**src/rtl/flash_regfile.sv**
```systemverilog
module flash_regfile #(
  parameter int          ADDR_W    = 4,
  parameter logic [15:0] CFG1_INIT = 16'h40C0,
  parameter logic [15:0] WP_INIT   = 16'h0002,
  parameter logic [15:0] INT_COLD  = 16'h8080,
  parameter logic [15:0] INT_WARM  = 16'h8010
) (
  input  logic              clk,
  input  logic              rst_n,
  input  logic              wr_en,
  input  logic              rd_en,
  input  logic [ADDR_W-1:0] addr,
  input  logic [15:0]       wdata,
  output logic [15:0]       rdata,
  output logic              cmd_stb,
  output logic [15:0]       cmd_code,
  input  logic              core_done,
  input  logic [2:0]        core_kind,
  input  logic              core_err,
  output logic [3:0]        buf_sel,
  output logic [2:0]        sec_count,
  output logic              irq,
  output logic              rdy
);
  localparam logic [ADDR_W-1:0] A_CMD  = ADDR_W'(0);
  localparam logic [ADDR_W-1:0] A_CFG1 = ADDR_W'(1);
  localparam logic [ADDR_W-1:0] A_CFG2 = ADDR_W'(2);
  localparam logic [ADDR_W-1:0] A_STAT = ADDR_W'(3);
  localparam logic [ADDR_W-1:0] A_INT  = ADDR_W'(4);
  localparam logic [ADDR_W-1:0] A_SBUF = ADDR_W'(5);
  localparam logic [ADDR_W-1:0] A_WP   = ADDR_W'(6);
  localparam logic [2:0] K_RST = 3'd1, K_ERS = 3'd2, K_PRG = 3'd3, K_LD = 3'd4;

  logic [15:0] cfg1_q, cfg2_q, int_q, int_n;
  logic [3:0]  err_q, err_n;
  logic [3:0]  bsel_q;
  logic [1:0]  cnt_q;
  logic        known;

  wire wr_cmd   = wr_en && addr == A_CMD;
  wire cmd_take = wr_cmd && !int_q[15];
  wire warm     = core_done && core_kind == K_RST;

  always_comb begin
    case (wdata)
      16'h0000, 16'h0013, 16'h0080, 16'h001A, 16'h001B,
      16'h0023, 16'h0027, 16'h002A, 16'h002C, 16'h0071,
      16'h0094, 16'h0095, 16'h00B0, 16'h0030,
      16'h00F0, 16'h00F3, 16'h0065: known = 1'b1;
      default:                      known = 1'b0;
    endcase
  end

  always_comb begin
    int_n = int_q;
    err_n = err_q;
    if (wr_en && addr == A_INT) begin
      int_n = int_q & wdata;
      if (!int_n[15]) err_n = '0;
    end
    if (cmd_take && !known) begin
      int_n[15] = 1'b1;
      err_n[0]  = 1'b1;
    end
    if (core_done) begin
      int_n[15] = 1'b1;
      case (core_kind)
        K_ERS:   int_n[5] = 1'b1;
        K_PRG:   int_n[6] = 1'b1;
        K_LD:    int_n[7] = 1'b1;
        default: ;
      endcase
      if (core_err) begin
        err_n[0] = 1'b1;
        case (core_kind)
          K_ERS:   err_n[1] = 1'b1;
          K_PRG:   err_n[2] = 1'b1;
          K_LD:    err_n[3] = 1'b1;
          default: ;
        endcase
      end
    end
  end

  always_ff @(posedge clk or negedge rst_n) begin
    if (!rst_n) begin
      cmd_stb  <= 1'b0;
      cmd_code <= '0;
      cfg1_q   <= CFG1_INIT;
      cfg2_q   <= '0;
      int_q    <= INT_COLD;
      err_q    <= '0;
      bsel_q   <= '0;
      cnt_q    <= '0;
    end else if (warm) begin
      cmd_stb  <= 1'b0;
      cmd_code <= '0;
      cfg1_q   <= CFG1_INIT;
      cfg2_q   <= '0;
      int_q    <= INT_WARM;
      err_q    <= '0;
      bsel_q   <= '0;
      cnt_q    <= '0;
    end else begin
      cmd_stb <= cmd_take && known;
      if (cmd_take) cmd_code <= wdata;
      if (wr_en && addr == A_CFG1) cfg1_q <= wdata;
      if (wr_en && addr == A_CFG2) cfg2_q <= wdata;
      if (wr_en && addr == A_SBUF) begin
        bsel_q <= wdata[11:8];
        cnt_q  <= wdata[1:0];
      end
      int_q <= int_n;
      err_q <= err_n;
    end
  end

  assign buf_sel   = bsel_q;
  assign sec_count = (cnt_q == 2'd0) ? 3'd4 : {1'b0, cnt_q};
  assign rdy       = cfg1_q[7];
  assign irq       = int_q[15] ^ ~cfg1_q[6];

  always_comb begin
    rdata = '0;
    if (rd_en) begin
      case (addr)
        A_CMD:   rdata = cmd_code;
        A_CFG1:  rdata = {cfg1_q[15:5], 5'b0};
        A_CFG2:  rdata = cfg2_q;
        A_STAT:  rdata = {2'b0, err_q, 10'b0};
        A_INT:   rdata = int_q;
        A_SBUF:  rdata = {4'b0, bsel_q, 6'b0, cnt_q};
        A_WP:    rdata = WP_INIT;
        default: rdata = '0;
      endcase
    end
  end
endmodule

```
**config.mk**
```make
export PLATFORM = sky130hd
export DESIGN_NAME = flash_regfile
export DESIGN_NICKNAME = d
export VERILOG_FILES = /design/src/rtl/flash_regfile.sv
export SDC_FILE = /design/constraint.sdc
export NUM_CORES = 1
export LEC_CHECK = 0
export BUFFER_PORTS_ARGS = -buffer_cell sky130_fd_sc_hd__buf_2
export CORE_ASPECT_RATIO = 0.7
export CORE_MARGIN = 8
export CORE_UTILIZATION = 50
export CTS_CLUSTER_DIAMETER = 200
export CTS_CLUSTER_SIZE = 14
export DETAILED_ROUTE_END_ITERATION = 6
export PLACE_DENSITY = 0.74
export SLEW_MARGIN = 20
export SYNTH_ARGS = -nofsm -noshare
export SYNTH_HDL_FRONTEND = slang
export SYNTH_SLANG_ARGS = --single-unit
```
**constraint.sdc**
```tcl
create_clock -name clk -period 1.9 [get_ports clk]
set_input_delay 0.19 -clock clk [delete_from_list [all_inputs] [get_ports clk]]
set_output_delay 0.19 -clock clk [all_outputs]
set_load 0.01 [all_outputs]
```
* Word level (Yosys, flattened, before mapping)
Index checks and enable logic that the tools add are counted.
Word-level totals: word-level logic and storage cells 92, latch bits 0, flip-flop bits (word level) 75, memories kept 0, ROM bits 0, bits in writable memories 0, output and inout bits 42
Cells by class: $add $sub $neg 0, div/mod/pow operators 0, bitwise operators 3, magnitude comparators 0, shift-type cells 0, multipliers 0, eq/ne operators 26, mux-type cells 32, reductions and logical operators 21
Operator list (number):
- $mux 16 | 9
- $pmux 16 s7 | 1
- $eq 16x8->1 const B | 6
- $eq 16x6->1 const B | 5
- $eq 16x5->1 const B | 3
- $eq 16x7->1 const B | 2
- $mux 4 | 7
- $reduce_or 17->1 | 1
- $and 16x16->16 | 1
- $logic_not 16->1 | 1
- $eq 4x3->1 const B | 3
- $mux 1 | 11
- $reduce_bool 2->1 | 5
- $logic_and 1x1->1 | 9
- $eq 4x2->1 const B | 2
- $eq 3x2->1 const B | 2
- $mux 3 | 2
- $eq 4x1->1 const B | 1
- $logic_not 4->1 | 1
- $mux 2 | 2
- $reduce_bool 4->1 | 1
- $eq 3x1->1 const B | 1
- $eq 3x3->1 const B | 1
- $logic_not 1->1 | 2
- 3 further kinds | 3

* Logic depth before layout (Yosys ltp)
depth after elaboration 9, gate-level depth with buffers 7, depth with buffers taken out 5

* Worst setup path before layout
OpenSTA, ideal clock, no wires.
path kind input-to-reg, start point in addr[2], end point reg err_q[3], data arrival time 1675 ps, library setup time 122 ps, data required time 1778 ps, stages on the path 6, setup slack 104 ps, cell sequence clkbuf_1 > nor4b_4 > nand2_1 > a21o_1 > a22o_1 > a32o_1
On the way: longest elaborated chain between the ends 7
Ends and longest elaborated chain:
- from (decl) | RTL line 12 | input logic [ADDR_W-1:0] addr,
- $eq 4x3->1 (*) | RTL line 57 | if (wr_en && addr == A_INT) begin
- $logic_and 1x1->1 (*) | RTL line 57
- $mux 4 (*) | RTL line 57
- $mux 1 | RTL line 75 | case (core_kind)
- $mux 4 | RTL line 73 | if (core_err) begin
- $mux 4 (*) | RTL line 65 | if (core_done) begin
- $mux 4 (*) | RTL line 95 | end else if (warm) begin
- to (signal assigned) | RTL line 114 | err_q <= err_n;
- to (decl) | RTL line 35 | logic [3:0] err_q, err_n;
Every way passes the cells marked *; elsewhere a longest branch is shown, timed or not. A chain may end at the register's enable or synchronous reset.

* Final worst setup path
start point in addr[1], end point out rdata[8]
On the way: longest elaborated chain between the ends 3, elaborated cells on any way between the ends 9, those cells by class 6 x eq/ne; 2 x mux; 1 x reduce/logical
Ends and longest elaborated chain:
- $eq 4x3->1, or another cell as far along | RTL line 126 | case (addr)
- $pmux 16 s7 (*) | RTL line 126
- $mux 16 (*) | RTL line 125 | if (rd_en) begin
- to (decl) | RTL line 14 | output logic [15:0] rdata,
Marks and branches as above.

==> flow_summary.ini <==
[status]
status = completed

[power_and_ir_drop]
leakagePower_nw = 2.02
total_power_mw = 3.46
peakVddDrop_v = 0.000444
p_per_area_nw_per_um2 = 802

[synth]
yosys-top-cells-area = dfrtp_1 46%, nand2_1 11%, a21oi_1 8.6%
synth_top_cell_area_share_pct = 45.6
syn_area_per_cell_sq_um = 8.81
ys.flop_type = dfrtp_1
synth_xor_area_share_pct = 0.736
synthCells = 405
syn-num-nets = 434
synth_top_area_cell = dfrtp_1
synth_area_sq_um = 3570
synth_edf_count = 0
synth_fa_ha_area_share_pct = 0
ys.warnings.count = 0
synthSimpleGateAreaFrac_pct = 23.1
ys_seq_area_share_pct = 49.3
yosysMostFrequentCell = nand2_1
ys_ff_latch = 70
synth_top_family_by_area = simple AND/OR/NAND/NOR gates
synth_mux_area_share_pct = 0.842
synth_cell_types = 44
ys_top_cells_by_count = 109 x nand2_1, 65 x dfrtp_1, 61 x a21oi_1
synth-compound-area-share_pct = 21.9
synthArstFlopShare_pct = 100

[timing]
rsz0062_at_grt = no
fmax_mhz = 540
finalHoldViolations = 0
setup_ws_ns = 0.0491
setup_viol = 0
fin_tns_setup_ns = 0
max_slew_margin_pct = 62.9
fin_hold_ws_ns = 0.108
fin_crit_ns = 1.85
worstMarginPinSlew_ns = 0.552
slew_viol_final = 0
finalClockSkew_ns = 0.00830
final.period_utilization_pct = 97.4

[clock_network]
cts_setup_buffers = 0
clock_latency_ns = 0.35
root_buffer = clkbuf_8
htree_levels = 3
cts_resized = 0
cts_buffer_depth = 2
holdBufCountCts = 1
cts.sinks = 70
cts_tree = built
clk_pin_slew_ns = 0.07
cts_buffers = 9

[placement]
dp_hpwl_mm = 7.27
dp.cells = 554
post-place-ws_ns = 0.0399
postPlaceCellArea_sq_um = 4090
gp_congestion = 0.895
portBuffers = 70

[floorplan]
core-area_sq_um = 6820
die_x_um = 117
rows = 25
die_h_um = 86.7
start_util_pct = 52.3
ioPinCount = 71
die_area_sq_um = 10100

[setup_path]
path_cells = buf_2, nor4_4, buf_4, a22oi_1, a31oi_1, buf_2
r2r-start = int_q[15]
worstPathRequired_ns = 1.71
cpMaxStageDelayCell = nor4_4
cp-start-kind = primary input
crit_fanout = 9
end_kind = output pin
crit_arrival_ns = 1.66
slowest_delay_ns = 0.56
critPathLaunch = addr[1]
worstSetupPathType = in -> out
crit_path_frequent_cell = buf_2

[detailed_routing]
drt_wl_total_mm = 10.7
viasPerCell = 5.96
drc_errors = 0
drt-pass1-iter-count = 5
num_vias = 3404
drt_iter0_drc = 320
post_drt_wl_per_cell_um = 18.7
ant_nets = 0

[finish]
design_area_sq_um = 4310
final_util_pct = 63.2
layout-drive-gt1-share_pct = 24.5
instances_no_fill = 571
nNetsFinal = 501
nFillCells = 620
diodes = 0
syn_to_final_growth_pct = 20.8

[global_route]
antenna_found_initial = 0
grt_pass1_wl_mm = 17.2
first_global_vias = 3286
track_usage_pct = 22.0
grt_max_degree = 71
globalRouteOverflowTotal = 0

[worst_hold_path]
min_path_type = in -> reg
min_from = core_done

[flow_run]
drv_cap = 0
## worst paths after layout
path / end / slack (ns) / depth (start not counted)
max in group asynchronous: int_q[7] / 1.17 / 3
min: int_q[15] / 0.11 / 2
max reg2reg: err_q[0] / 0.52 / 3
min in group asynchronous: cmd_code[2] / 0.38 / 3
min reg2reg: cfg1_q[14] / 0.49 / 2
max: rdata[8] / 0.05 / 6
## final cells by class
type	count	area, sq um	area share, %
multi-input cells	299	1680	38.9
clock inverters	4	70.1	1.63
well taps	94	118	2.73
repair buffers	92	543	12.6
flip-flops and latches	70	1760	40.8
clock buffers	12	145	3.37
## worst max-delay path, delay by kind of cell
kind                   cells  cell delay [ns]
buffers and inverters      3             0.60
and+or+nand+nor            1             0.56
AOI/OAI and AO/OA          2             0.30
## flip-flops by register name (all words and copies together) (netlist names)
register	flops
buf_sel	4
cfg1_q	11
cfg2_q	16
cmd_code	16
cmd_stb	1
cnt_q	2
err_q	4
int_q	16
## routing by layer
| metal | GRT usage [%] | vias to the layer above | wire length [um] |
|---|---|---|---|
| met1 | 30.4 | 1663 | 4860 |
| met5 | 0 | - | 0 |
| met3 | 5.97 | 15 | 1000 |
| li1 | - | 1571 | - |
| met2 | 33.1 | 155 | 4720 |
| met4 | 6.02 | 0 | 114 |
## power by group
part	internal (mW)	total [mW]	switching [mW]
Combinational	0.170	0.436	0.267
Clock	0.772	1.33	0.553
Sequential	1.62	1.70	0.0801
## placed cells by master (no fill, tap or decap), types with 3 or more instances in the layout
master / netlist / final
nand2_1: 109 / 109
a21oi_1: 61 / 61
nand3_1: 12 / 12
buf_4: 0 / 19
a22oi_1: 27 / 27
nor2_1: 14 / 13
nor3_1: 3 / 3
nor2b_1: 4 / 4
buf_2: 3 / 70
nor4_1: 4 / 4
dfstp_2: 5 / 5
mux2i_1: 3 / 3
o21ai_0: 9 / 9
clkbuf_8: 0 / 10
a31oi_1: 5 / 5
o211a_1: 11 / 11
dfrtp_1: 65 / 65
## logic make-up (layout without fill, tap and decap cells)
logic type,Yosys count,after routing
AND/OR/NAND/NOR,170,170
AO/OA/AOI/OAI,123,123
buffers and inverters,36,108
flip-flops,70,70
XOR/XNOR,3,3
multiplexers,3,3
(Power assumes the default switching activity.)
